--- config.mk ---
export PLATFORM = sky130hd
export DESIGN_NAME = i2sSlaveRx
export DESIGN_NICKNAME = d
export VERILOG_FILES = /design/src/rtl/i2sRxPkg.sv /design/src/rtl/i2sRxCtrl.sv /design/src/rtl/i2sRxRegs.sv /design/src/rtl/i2sSlaveRx.sv
export SDC_FILE = /design/constraint.sdc
export NUM_CORES = 1
export LEC_CHECK = 0
export ABC_AREA = 0
export BUFFER_PORTS_ARGS = -buffer_cell sky130_fd_sc_hd__buf_4
export CAP_MARGIN = 15
export CORE_ASPECT_RATIO = 1.25
export CORE_MARGIN = 5
export CORE_UTILIZATION = 30
export CTS_BUF_LIST = sky130_fd_sc_hd__clkbuf_8
export DETAILED_ROUTE_END_ITERATION = 10
export PLACE_DENSITY = 0.45
export SETUP_SLACK_MARGIN = 0.15
export SYNTH_ARGS = -nofsm -noshare
export SYNTH_HDL_FRONTEND = slang
export SYNTH_HIERARCHICAL = 1
export SYNTH_SLANG_ARGS = --single-unit
export TNS_END_PERCENT = 50
--- constraint.sdc ---
create_clock -name clk -period 9.6 [get_ports clk]
set_input_delay 1.92 -clock clk [delete_from_list [all_inputs] [get_ports clk]]
set_output_delay 1.92 -clock clk [all_outputs]
set_load 0.01 [all_outputs]
--- src/rtl/i2sRxPkg.sv ---
package i2sRxPkg;
  localparam int HALF_W = 16;
  localparam int WORD_W = 2 * HALF_W;
  localparam int CNT_W  = $clog2(WORD_W) + 1;
  localparam int PAD_W  = HALF_W / 2;

  typedef enum logic [1:0] {
    STD_PHILIPS = 2'b00,
    STD_MSB     = 2'b01,
    STD_LSB     = 2'b10,
    STD_PCM     = 2'b11
  } rxStdE;

  // strobes from framing control to the holding datapath
  typedef struct packed {
    logic shift;   // take bitVal into the shift register
    logic bitVal;  // sampled serial bit
    logic push;    // a halfword is complete this cycle
    logic pad8;    // second halfword of a 24-bit sample
    logic side;    // channel of the current slot
  } rxStrobeT;
endpackage

--- src/rtl/i2sRxCtrl.sv ---
module i2sRxCtrl
  import i2sRxPkg::*;
#(
  parameter int SYNC_STAGES = 2
) (
  input  logic       clk,
  input  logic       rstN,
  input  logic       sckIn,
  input  logic       wsIn,
  input  logic       sdIn,
  input  logic       rxEnable,
  input  logic [1:0] stdSel,
  input  logic [1:0] dataLen,
  input  logic       chanLong,
  output rxStrobeT   strobe
);
  localparam logic [CNT_W-1:0] HALF_C = CNT_W'(HALF_W);
  localparam logic [CNT_W-1:0] WORD_C = CNT_W'(WORD_W);
  localparam logic [CNT_W-1:0] MID_C  = CNT_W'(HALF_W + PAD_W);

  logic [SYNC_STAGES-1:0] sckSh, wsSh, sdSh;
  logic sckSync, wsSync, sdSync, sckPrev;

  always_ff @(posedge clk) begin
    if (!rstN) begin
      sckSh <= '0;
      wsSh  <= '0;
      sdSh  <= '0;
      sckPrev <= 1'b0;
    end else begin
      sckSh <= {sckSh[SYNC_STAGES-2:0], sckIn};
      wsSh  <= {wsSh[SYNC_STAGES-2:0], wsIn};
      sdSh  <= {sdSh[SYNC_STAGES-2:0], sdIn};
      sckPrev <= sckSync;
    end
  end

  assign sckSync = sckSh[SYNC_STAGES-1];
  assign wsSync  = wsSh[SYNC_STAGES-1];
  assign sdSync  = sdSh[SYNC_STAGES-1];

  logic wsDly, effPrev, active, slotSide;
  logic [CNT_W-1:0] bitCnt;

  logic isPcm, useDly, isLsb, rise, effWs, slotStart, frameStart;
  logic activeNow, sideNow, inWin;
  logic [CNT_W-1:0] dBits, sBits, kNow, winLo, jIdx;

  always_comb begin
    isPcm  = (stdSel == STD_PCM);
    useDly = (stdSel == STD_PHILIPS) || isPcm;
    isLsb  = (stdSel == STD_LSB);
    case (dataLen)
      2'b01:   dBits = MID_C;
      2'b10:   dBits = WORD_C;
      default: dBits = HALF_C;
    endcase
    sBits = (chanLong || dBits != HALF_C) ? WORD_C : HALF_C;
    rise  = sckSync & ~sckPrev;
    effWs = useDly ? wsDly : wsSync;
    slotStart  = rise & (isPcm ? (effWs & ~effPrev) : (effWs ^ effPrev));
    frameStart = slotStart & (isPcm | ~effWs);
    if (slotStart)        kNow = '0;
    else if (&bitCnt)     kNow = bitCnt;
    else                  kNow = bitCnt + 1'b1;
    activeNow = frameStart ? rxEnable : active;
    sideNow   = slotStart ? (~isPcm & effWs) : slotSide;
    winLo = isLsb ? (sBits - dBits) : '0;
    jIdx  = kNow - winLo;
    inWin = activeNow && (kNow >= winLo) && (kNow < winLo + dBits);

    strobe.shift  = rise & inWin;
    strobe.bitVal = sdSync;
    strobe.push   = rise & inWin &
                    ((jIdx == HALF_C - 1'b1) ||
                     ((jIdx == dBits - 1'b1) && (dBits != HALF_C)));
    strobe.pad8   = (dBits == MID_C) && (jIdx == MID_C - 1'b1);
    strobe.side   = sideNow;
  end

  always_ff @(posedge clk) begin
    if (!rstN) begin
      wsDly    <= 1'b0;
      effPrev  <= 1'b0;
      active   <= 1'b0;
      slotSide <= 1'b0;
      bitCnt   <= '1;  // saturated: outside any window until a slot starts
    end else if (rise) begin
      wsDly   <= wsSync;
      effPrev <= effWs;
      bitCnt  <= kNow;
      if (slotStart)  slotSide <= ~isPcm & effWs;
      if (frameStart) active   <= rxEnable;
    end
  end
endmodule

--- src/rtl/i2sRxRegs.sv ---
module i2sRxRegs
  import i2sRxPkg::*;
(
  input  logic              clk,
  input  logic              rstN,
  input  rxStrobeT          strobe,
  input  logic              rdData,
  input  logic              rdStatus,
  input  logic              rxIrqEn,
  input  logic              errIrqEn,
  output logic [HALF_W-1:0] dataOut,
  output logic              rxNotEmpty,
  output logic              chanSide,
  output logic              overrun,
  output logic              irqRx,
  output logic              irqErr
);
  logic [HALF_W-1:0] shReg, nextSh, pushVal;
  logic clrArmed;

  always_comb begin
    nextSh  = {shReg[HALF_W-2:0], strobe.bitVal};
    pushVal = strobe.pad8 ? {nextSh[PAD_W-1:0], {PAD_W{1'b0}}} : nextSh;
  end

  always_ff @(posedge clk) begin
    if (!rstN) begin
      shReg      <= '0;
      dataOut    <= '0;
      rxNotEmpty <= 1'b0;
      chanSide   <= 1'b0;
      overrun    <= 1'b0;
      clrArmed   <= 1'b0;
    end else begin
      if (strobe.shift) shReg <= nextSh;
      if (rdData) begin
        rxNotEmpty <= 1'b0;
        if (overrun) clrArmed <= 1'b1;
      end
      if (strobe.push) begin
        if (rxNotEmpty && !rdData) begin
          overrun <= 1'b1;
        end else begin
          dataOut    <= pushVal;
          chanSide   <= strobe.side;
          rxNotEmpty <= 1'b1;
        end
      end
      if (rdStatus && clrArmed) begin
        overrun  <= 1'b0;
        clrArmed <= 1'b0;
      end
    end
  end

  assign irqRx  = rxNotEmpty & rxIrqEn;
  assign irqErr = overrun & errIrqEn;
endmodule

--- src/rtl/i2sSlaveRx.sv ---
module i2sSlaveRx
  import i2sRxPkg::*;
#(
  parameter int SYNC_STAGES = 2
) (
  input  logic        clk,
  input  logic        rstN,
  input  logic        sckIn,
  input  logic        wsIn,
  input  logic        sdIn,
  input  logic        rxEnable,
  input  logic [1:0]  stdSel,
  input  logic [1:0]  dataLen,
  input  logic        chanLong,
  input  logic        rxIrqEn,
  input  logic        errIrqEn,
  input  logic        rdData,
  input  logic        rdStatus,
  output logic [15:0] dataOut,
  output logic        rxNotEmpty,
  output logic        chanSide,
  output logic        overrun,
  output logic        busy,
  output logic        irqRx,
  output logic        irqErr
);
  rxStrobeT strobe;

  i2sRxCtrl #(.SYNC_STAGES(SYNC_STAGES)) uCtrl (
    .clk(clk), .rstN(rstN), .sckIn(sckIn), .wsIn(wsIn), .sdIn(sdIn),
    .rxEnable(rxEnable), .stdSel(stdSel), .dataLen(dataLen),
    .chanLong(chanLong), .strobe(strobe)
  );

  i2sRxRegs uRegs (
    .clk(clk), .rstN(rstN), .strobe(strobe), .rdData(rdData),
    .rdStatus(rdStatus), .rxIrqEn(rxIrqEn), .errIrqEn(errIrqEn),
    .dataOut(dataOut), .rxNotEmpty(rxNotEmpty), .chanSide(chanSide),
    .overrun(overrun), .irqRx(irqRx), .irqErr(irqErr)
  );

  assign busy = 1'b0;
endmodule

; Word level (Yosys, flattened, before mapping)
; Index checks and enable logic that the tools add are counted.
[classes]
n_addsub = 5
magnitude_cmp = 2
eq_ne = 9
n_mux = 13
bitwise = 17
reduce_logical = 16
[ops]
columns = operator, n
row1 = 6-bit 2-to-1 mux, 4
row2 = 16-bit 2-to-1 mux, 1
row3 = "6-bit by 5-bit equality test with 1-bit output, second input constant", 2
row4 = 6-bit one-hot mux with 2 select lines, 1
row5 = 6-bit subtractor, 2
row6 = 1-bit bitwise AND, 9
row7 = 1-bit 2-to-1 mux, 7
row8 = "6-bit by 1-bit adder with 6-bit output, second input constant", 1
row9 = 6-bit adder, 1
row10 = "2-bit equality test, second input constant", 3
row11 = "6-bit by 4-bit equality test with 1-bit output, second input constant", 1
row12 = 6-bit equality test, 1
row13 = 6-bit >= comparator, 1
row14 = 1-bit logical AND, 6
row15 = 6-bit < comparator, 1
row16 = "6-bit by 5-bit inequality test with 1-bit output, second input constant", 1
row17 = 1-bit inverter, 6
row18 = 2-bit AND reduction, 3
row19 = 6-bit AND reduction, 1
row20 = "6-bit by 1-bit subtractor with 6-bit output, second input constant", 1
row21 = 1-bit logical OR, 3
row22 = "2-bit by 1-bit equality test with 1-bit output, second input constant", 1
row23 = 2-bit zero test, 1
row24 = 2-bit OR reduction, 1
row25 = 3 further kinds, 3
[totals]
register_bits = 52
input_bits = 15
output_inout_bits = 22
elab_cells = 77

; Depth between registers and ports, before layout
; Gate-level depths: netlist of the first run.
[logic_depth]
word_depth = 13
mapped_depth = 19
ltp_nobuf = 17

; By module
; Netlist of the first run, hierarchy kept.
[modules_own_cells]
columns = module, instances, cells_each, area_each_um2, seq_area_each_um2
row1 = i2sRxRegs, 1, 142, 1503.9, 700.7
row2 = i2sRxCtrl, 1, 140, 1213.7, 340.3
row3 = i2sSlaveRx, 1, 2, 11.3, 0.0

; Least setup slack after synthesis of the first run
; Ideal clock, no wire load.
[synth_timing]
path_kind = input to register
from = in stdSel[0]
to = reg uRegs.shReg[10]
setup_ns = 0.116
t_arrival_ns = 5.360
required_ns = 9.484
path_slack_ns = 4.124
cell_stages = 19
n_path_buf = 2
path_cell_list = inv_1 ha_1 mux2i_1 inv_1 ha_1 or2_0 a21oi_1 a211o_1 inv_1 ha_1 nand2_1 o21ai_0 o21ba_2 o211ai_1 and2_2 buf_2 buf_2 mux2i_1 nor2b_1
[synth_rtl]
columns = element, line_no
row1 = from (decl), i2sSlaveRx.sv:12  ; input logic [1:0] stdSel,
row2 = to (signal assigned), i2sRxRegs.sv:35  ; if (strobe.shift) shReg <= nextSh;
row3 = to (decl), i2sRxRegs.sv:18  ; logic [HALF_W-1:0] shReg, nextSh, pushVal;

==> impl_metrics.env, run 1 <==
export IMPL_status="finished, final reports clean"
export IMPL_layout_worst_path_cycle_share_pct=62.0
export IMPL_worstMarginPinSlew_ps=729
export IMPL_synthDominantAreaCellType="dfxtp_1"
export IMPL_cts_path_max_buffers=2
export IMPL_postSynthRegisterBits=52
export IMPL_critical_path_required_ps=9820
export IMPL_grt_overflow=0
export IMPL_slew_headroom_pct=51.4
export IMPL_yosys_cell_types_count=51
export IMPL_synth_ff_type="dfxtp_1"
export IMPL_vias_in_the_first_global_route=1930
export IMPL_setup_worst_path_end_class="register"
export IMPL_setup_viol_count_final=0
export IMPL_postRouteAntennaNets=0
export IMPL_globalRouteTotalUtil_pct=10.6
export IMPL_clkPwrFrac_pct=35.3
export IMPL_top_cells_by_count_synth="dfxtp_1 (52), mux2i_1 (36), nand2_1 (31)"
export IMPL_cts_repair_timing_setup_buffer_count=0
export IMPL_core_area_um2=9030
export IMPL_pwr_density_cell_nw_per_um2=137
export IMPL_report_power_total_w=0.000430
export IMPL_via_count=1982
export IMPL_max_cap_violations=0
export IMPL_finish_instance_area_um2=3140
export IMPL_postSynthCellCount=284
export IMPL_antenna_cells_inserted=0
export IMPL_syn_area_um2=2730
export IMPL_type_of_origin_of_the_critical_path="input pin"
export IMPL_place_congestion=0.764
export IMPL_yosys_area_top_type_share_pct=38.1
export IMPL_cts_root_buffer="clkbuf_8"
export IMPL_clk_latency_ps=300
export IMPL_vias_per_cell=4.60
export IMPL_fillCellCount=955
export IMPL_layout_core_utilization_pct=34.8
export IMPL_hold_viol=0
export IMPL_htree_levels=2
export IMPL_clock_sinks=52
export IMPL_netSwitchingPower_w=0.000107
export IMPL_crit_type="in2reg"
export IMPL_worst_hold_startpoint="uCtrl/sckSh[0]$_SDFF_PN0_"
export IMPL_syn_area_per_cell_um2=9.61
export IMPL_post_drt_wl_per_cell_um=13.1
export IMPL_power_static_leakage_nw=1.33
export IMPL_drt_iter0_drc=72
export IMPL_layout_area_overhead_vs_synth_pct=15.1
export IMPL_drt_wl_total_um=5660
export IMPL_post_route_clock_skew_ps=10.4
export IMPL_floorplan_io_pins=37
export IMPL_drt_pass1_iter_count=4
export IMPL_worst_endpoint_data_arrival_time_ps=6180
export IMPL_worst_path_max_fanout=17
export IMPL_share_comb_of_total_power_pct=13.2
export IMPL_post_cts_resize_count=0
export IMPL_yosys_top_cells_area="dfxtp_1 (38%), mux2i_1 (13%), ha_1 (6.0%)"
export IMPL_nNetsFinal=338
export IMPL_critPathLaunch="stdSel[0]"
export IMPL_largest_net_degree_at_the_start_of_global_routing=62
export IMPL_power_frac_seq_pct=51.4
export IMPL_period_needed_ps=5950
export IMPL_power_share_switching_pct=24.9
export IMPL_synth_yosys_seq_area_share_pct=38.1
export IMPL_drc=0
export IMPL_post_synth_top_count_cell="dfxtp_1"
export IMPL_initial_core_util_pct=30.2
export IMPL_drive_above_1_share_pct=17.2
export IMPL_crit_reg2reg_launch="uCtrl/wsDly$_SDFFE_PN0P_"
export IMPL_rsz_0062_raised_after_global_routing="false"
export IMPL_place_hpwl_um=4240
export IMPL_die_height_um=117
export IMPL_worst_setup_hold_path_clk_slew_ps=100
export IMPL_die_area_um2=11100
export IMPL_internal_power_w=0.000323
export IMPL_final_max_slew_violation_count=0
export IMPL_asyncSetResetFlopFracSynth_pct=0
export IMPL_grt_antenna_before_repair=0
export IMPL_synth_edf_count=0
export IMPL_chipWidth_um=95.3
export IMPL_ir_worst_vdd_v=0.0000604
export IMPL_finalSetupTns_ps=0
export IMPL_post_dp_cell_area_um2=3030
export IMPL_count_of_input_and_output_buffers=35
export IMPL_cts_tree="done"
export IMPL_ctsHoldBuffers=0
export IMPL_grt_pass1_wl_um=9380
export IMPL_cts_made_buffers=5
export IMPL_max_clock_freq_mhz=168
export IMPL_syn_nets=315
export IMPL_hold_path_class="reg2reg"
export IMPL_yosysWarnings=6
export IMPL_rows=39
## area by class of cell
type                            count  area (um2)  share of cell area [%]
Sequential cell                    52        1040                    33.1
Tap cell                          123         154                    4.90
Inverter                            8        30.0                   0.956
Clock buffer                        5        68.8                    2.19
Clock inverter                      3        46.3                    1.47
Timing Repair Buffer               35         263                    8.37
Multi-Input combinational cell    205        1540                    49.0
## cell usage in the layout, fill, tap and decap left out, drive strengths merged, types with 9 or more instances in the layout
cell type,synthesis,routed
nand2,31,31
and2,15,15
buf,12,35
ha,13,13
dfxtp,52,52
nand3,12,12
mux2i,36,36
nor2b,17,17
inv,8,9
nand3b,9,9
nor2,9,9
o211a,9,9
## through the flow
stage	hold WS (ps)	worst slack, ps	cells
final	441	3650	431
after global routing	468	3330	431
after CTS	448	3600	431
after detailed placement	421	3280	423
after global placement	415	3290	423
after floorplan	412	4120	284
## path summary, 6_finish.rpt
path,slack [ps],endpoint,depth (start not counted)
worst max register to register,5390,uRegs/chanSide$_SDFFE_PN0P_,15
worst min register to register,440,uCtrl/sckSh[1]$_SDFF_PN0_,1
worst min-delay path,440,uCtrl/sckSh[1]$_SDFF_PN0_,1
worst max-delay path,3650,uRegs/chanSide$_SDFFE_PN0P_,18
## routing by layer
layer / part of all wire, % / GRT usage, % / vias to the layer above
met5: 0 / 0 / -
met4: 1.5 / 4.23 / 0
met1: 44 / 12.2 / 931
met3: 2.9 / 1.61 / 6
li1: - / - / 1016
met2: 51 / 19.2 / 29
## power by group through the flow
stage | Sequential [W] | Clock [W] | Combinational [W]
after global placement | 0.000226 | 0 | 0.0000573
after detailed placement | 0.000226 | 0 | 0.0000572
after CTS | 0.000221 | 0.000162 | 0.0000574
after floorplan | 0.000225 | 0 | 0.0000432
final | 0.000221 | 0.000152 | 0.0000568
after global routing | 0.000221 | 0.000169 | 0.0000647
## flip-flops by register name, indices dropped and copies added (netlist names)
register	flops
uCtrl/sdSh	2
uCtrl/sckSh	2
uCtrl/sckPrev	1
uCtrl/effPrev	1
uRegs/overrun	1
uRegs/chanSide	1
uCtrl/wsDly	1
uRegs/clrArmed	1
uCtrl/active	1
uRegs/rxNotEmpty	1
uRegs/shReg	15
uRegs/dataOut	16
uCtrl/wsSh	2
uCtrl/bitCnt	6
uCtrl/slotSide	1
## cells by family (layout without fill, tap and decap cells)
group	Yosys count	in the layout	synth area share, %
AOI/OAI and AO/OA	39	39	11.1
xor gates and xnor gates	7	7	2.25
adders and majority gates	16	16	8.16
buffers and inverters	27	51	5.50
DFF	52	52	38.1
muxes	36	36	13.2
other	1	1	0.137
and+or+nand+nor	106	106	21.5
## critical path, stage by stage
cell and delay [ps]:
buf_4 80, inv_1 30, ha_1 280, mux2i_1 270, inv_1 100, ha_1 290, or2_0 250, a21oi_1 470
a211o_1 230, inv_1 80, ha_1 290, nand2_1 50, o21ai_0 310, o21ba_2 210, o211ai_1 240, and4_1 450
and2_4 370, mux2i_1 220
No activity file was read; power rests on OpenSTA's default activity.
==> inputs of run 2 (changes only) <==
==> constraint.sdc (replaced) <==
create_clock -name clk -period 5.6 [get_ports clk]
set_input_delay 1.12 -clock clk [delete_from_list [all_inputs] [get_ports clk]]
set_output_delay 1.12 -clock clk [all_outputs]
set_load 0.01 [all_outputs]
==> run 2 against run 1 <==
Net effect: sequential share of layout area shrank 0.20 points; register-to-register slack lost 3700 ps; largest cell class unchanged; first-iteration DRC count shrank 24%; critical path depth is the same; cell area grew 0.60%; combinational power grew 74%; clock power grew 70%; routed wire length is essentially flat.
==> impl_metrics.env, run 2 (synthesized netlist as in run 1, its figures left out) <==
export IMPL_status="finished, final reports clean"
export IMPL_floorplan_io_pins=37
export IMPL_nNetsFinal=341
export IMPL_holdPathStages=1
export IMPL_htree_levels=2
export IMPL_largest_register="uRegs/dataOut"
export IMPL_global_route_usage_met3_pct=2.45
export IMPL_drt_pass1_iter_count=4
export IMPL_postRouteAntennaNets=0
export IMPL_power_static_leakage_nw=1.35
export IMPL_grt_pass1_wl_um=9180
export IMPL_clk_latency_ps=310
export IMPL_slew_headroom_pct=54.2
export IMPL_worst_setup_hold_path_clk_slew_ps=90
export IMPL_crit_reg2reg_launch="uCtrl/wsDly$_SDFFE_PN0P_"
export IMPL_die_height_um=117
export IMPL_timing_reg2reg_setup_slack_ps=1660
export IMPL_ir_worst_vdd_v=0.000111
export IMPL_globalRouteTotalUtil_pct=10.7
export IMPL_cts_tree="done"
export IMPL_reg_largest_list="uRegs/dataOut: 16 flops, uRegs/shReg: 15 flops, uCtrl/bitCnt: 6 flops"
export IMPL_worstRegToRegCells=15
export IMPL_layout_worst_path_cycle_share_pct=87.3
export IMPL_setup_worst_path_end_class="register"
export IMPL_vias_per_cell=4.56
export IMPL_max_clock_freq_mhz=204
export IMPL_rsz_0062_raised_after_global_routing="false"
export IMPL_finalSetupTns_ps=0
export IMPL_die_area_um2=11100
export IMPL_cts_made_buffers=5
export IMPL_worst_hold_startpoint="uCtrl/wsSh[0]$_SDFF_PN0_"
export IMPL_largest_net_degree_at_the_start_of_global_routing=62
export IMPL_finish_instance_area_um2=3160
export IMPL_core_area_um2=9030
export IMPL_ctsHoldBuffers=0
export IMPL_post_dp_cell_area_um2=3050
export IMPL_setup_viol_count_final=0
export IMPL_crit_type="in2reg"
export IMPL_initial_core_util_pct=30.2
export IMPL_met2_usage_pct=19.1
export IMPL_cts_path_max_buffers=2
export IMPL_vias_in_the_first_global_route=1875
export IMPL_critical_path_required_ps=5810
export IMPL_chipWidth_um=95.3
export IMPL_post_cts_resize_count=0
export IMPL_drt_wl_total_um=5660
export IMPL_hold_viol=0
export IMPL_antenna_cells_inserted=0
export IMPL_post_route_clock_skew_ps=3.72
export IMPL_max_cap_violations=0
export IMPL_place_hpwl_um=4190
export IMPL_clock_sinks=52
export IMPL_via_count=1981
export IMPL_final_max_slew_violation_count=0
export IMPL_cts_repair_timing_setup_buffer_count=0
export IMPL_worstHoldEndpoint="uCtrl/wsSh[1]$_SDFF_PN0_"
export IMPL_drt_iter0_drc=55
export IMPL_worst_endpoint_data_arrival_time_ps=5100
export IMPL_most_common_cell_after_layout_fill_and_taps_aside="dfxtp_1"
export IMPL_most_common_layout_cells="dfxtp_1 (52), buf_4 (38), mux2i_1 (36)"
export IMPL_count_of_input_and_output_buffers=35
export IMPL_period_needed_ps=4890
export IMPL_largest_register_ffs=16
export IMPL_place_congestion=0.763
export IMPL_r2r_end="uRegs/shReg[8]$_SDFFE_PN0P_"
export IMPL_post_drt_wl_per_cell_um=13.0
export IMPL_worstMarginPinSlew_ps=681
export IMPL_drc=0
export IMPL_busiest_layer_in_global_routing="met2"
export IMPL_layout_area_overhead_vs_synth_pct=15.8
export IMPL_worst_path_max_fanout=15
export IMPL_type_of_origin_of_the_critical_path="input pin"
export IMPL_met1_usage_pct=11.9
export IMPL_grt_antenna_before_repair=0
export IMPL_cts_root_buffer="clkbuf_8"
export IMPL_drive_above_1_share_pct=18.0
export IMPL_pwr_density_cell_nw_per_um2=233
export IMPL_hold_path_class="reg2reg"
export IMPL_rows=39
export IMPL_report_power_total_w=0.000737
export IMPL_grt_overflow=0
run 2: stage by stage:
stage,util (%),setup WS [ps],std cells,hold slack (ps)
after floorplan,-,924,284,412
after global placement,33.8,440,426,418
after detailed placement,33.8,332,426,423
after CTS,35.0,689,434,447
after global routing,35.0,413,434,454
final,35.0,709,434,443
run 2: critical path, cell delays in order:
cell and delay (ps):
buf_4 80, inv_1 30, ha_1 290, mux2i_1 270, inv_1 90, ha_1 290, or2_0 240, a21oi_1 410
a211o_1 240, inv_1 80, ha_1 290, nand2_1 50, o21ai_0 350, o21ba_2 220, o211ai_1 240, and2_2 500
mux2i_1 240, nor2b_1 60
run 2: worst max path at each step:
| stage | start | endpoint |
|---|---|---|
| 2_1_floorplan | stdSel[0] | uRegs/shReg[10]$_SDFFE_PN0P_ |
| 3_3_place_gp | stdSel[0] | uRegs/shReg[3]$_SDFFE_PN0P_ |
| 3_5_place_dp | stdSel[0] | uRegs/shReg[8]$_SDFFE_PN0P_ |
| 4_1_cts | stdSel[0] | uRegs/shReg[6]$_SDFFE_PN0P_ |
| 5_1_grt | stdSel[0] | uRegs/shReg[12]$_SDFFE_PN0P_ |
| 6_report | stdSel[0] | uRegs/shReg[8]$_SDFFE_PN0P_ |
run 2: area by class of cell:
cell class              instances  area, um2
clock inverters                 3       42.5
repair buffers                 38        285
inverters                       8       30.0
flip-flops and latches         52       1040
clock buffers                   5       68.8
multi-input cells             205       1540
well taps                     123        154
fillers                       958       5870
run 2: per-layer routing:
metal	vias up	share of wire, %
met5	-	0
met3	8	4.1
li1	1023	-
met4	0	2.5
met1	913	43
met2	37	50
run 2: power breakdown:
part	total [W]	switching, W	internal, W	leakage (nW)
registers	0.000379	0.00000424	0.000374	0.421
clock network	0.000259	0.000127	0.000132	0.0541
logic	0.0000986	0.0000542	0.0000444	0.872
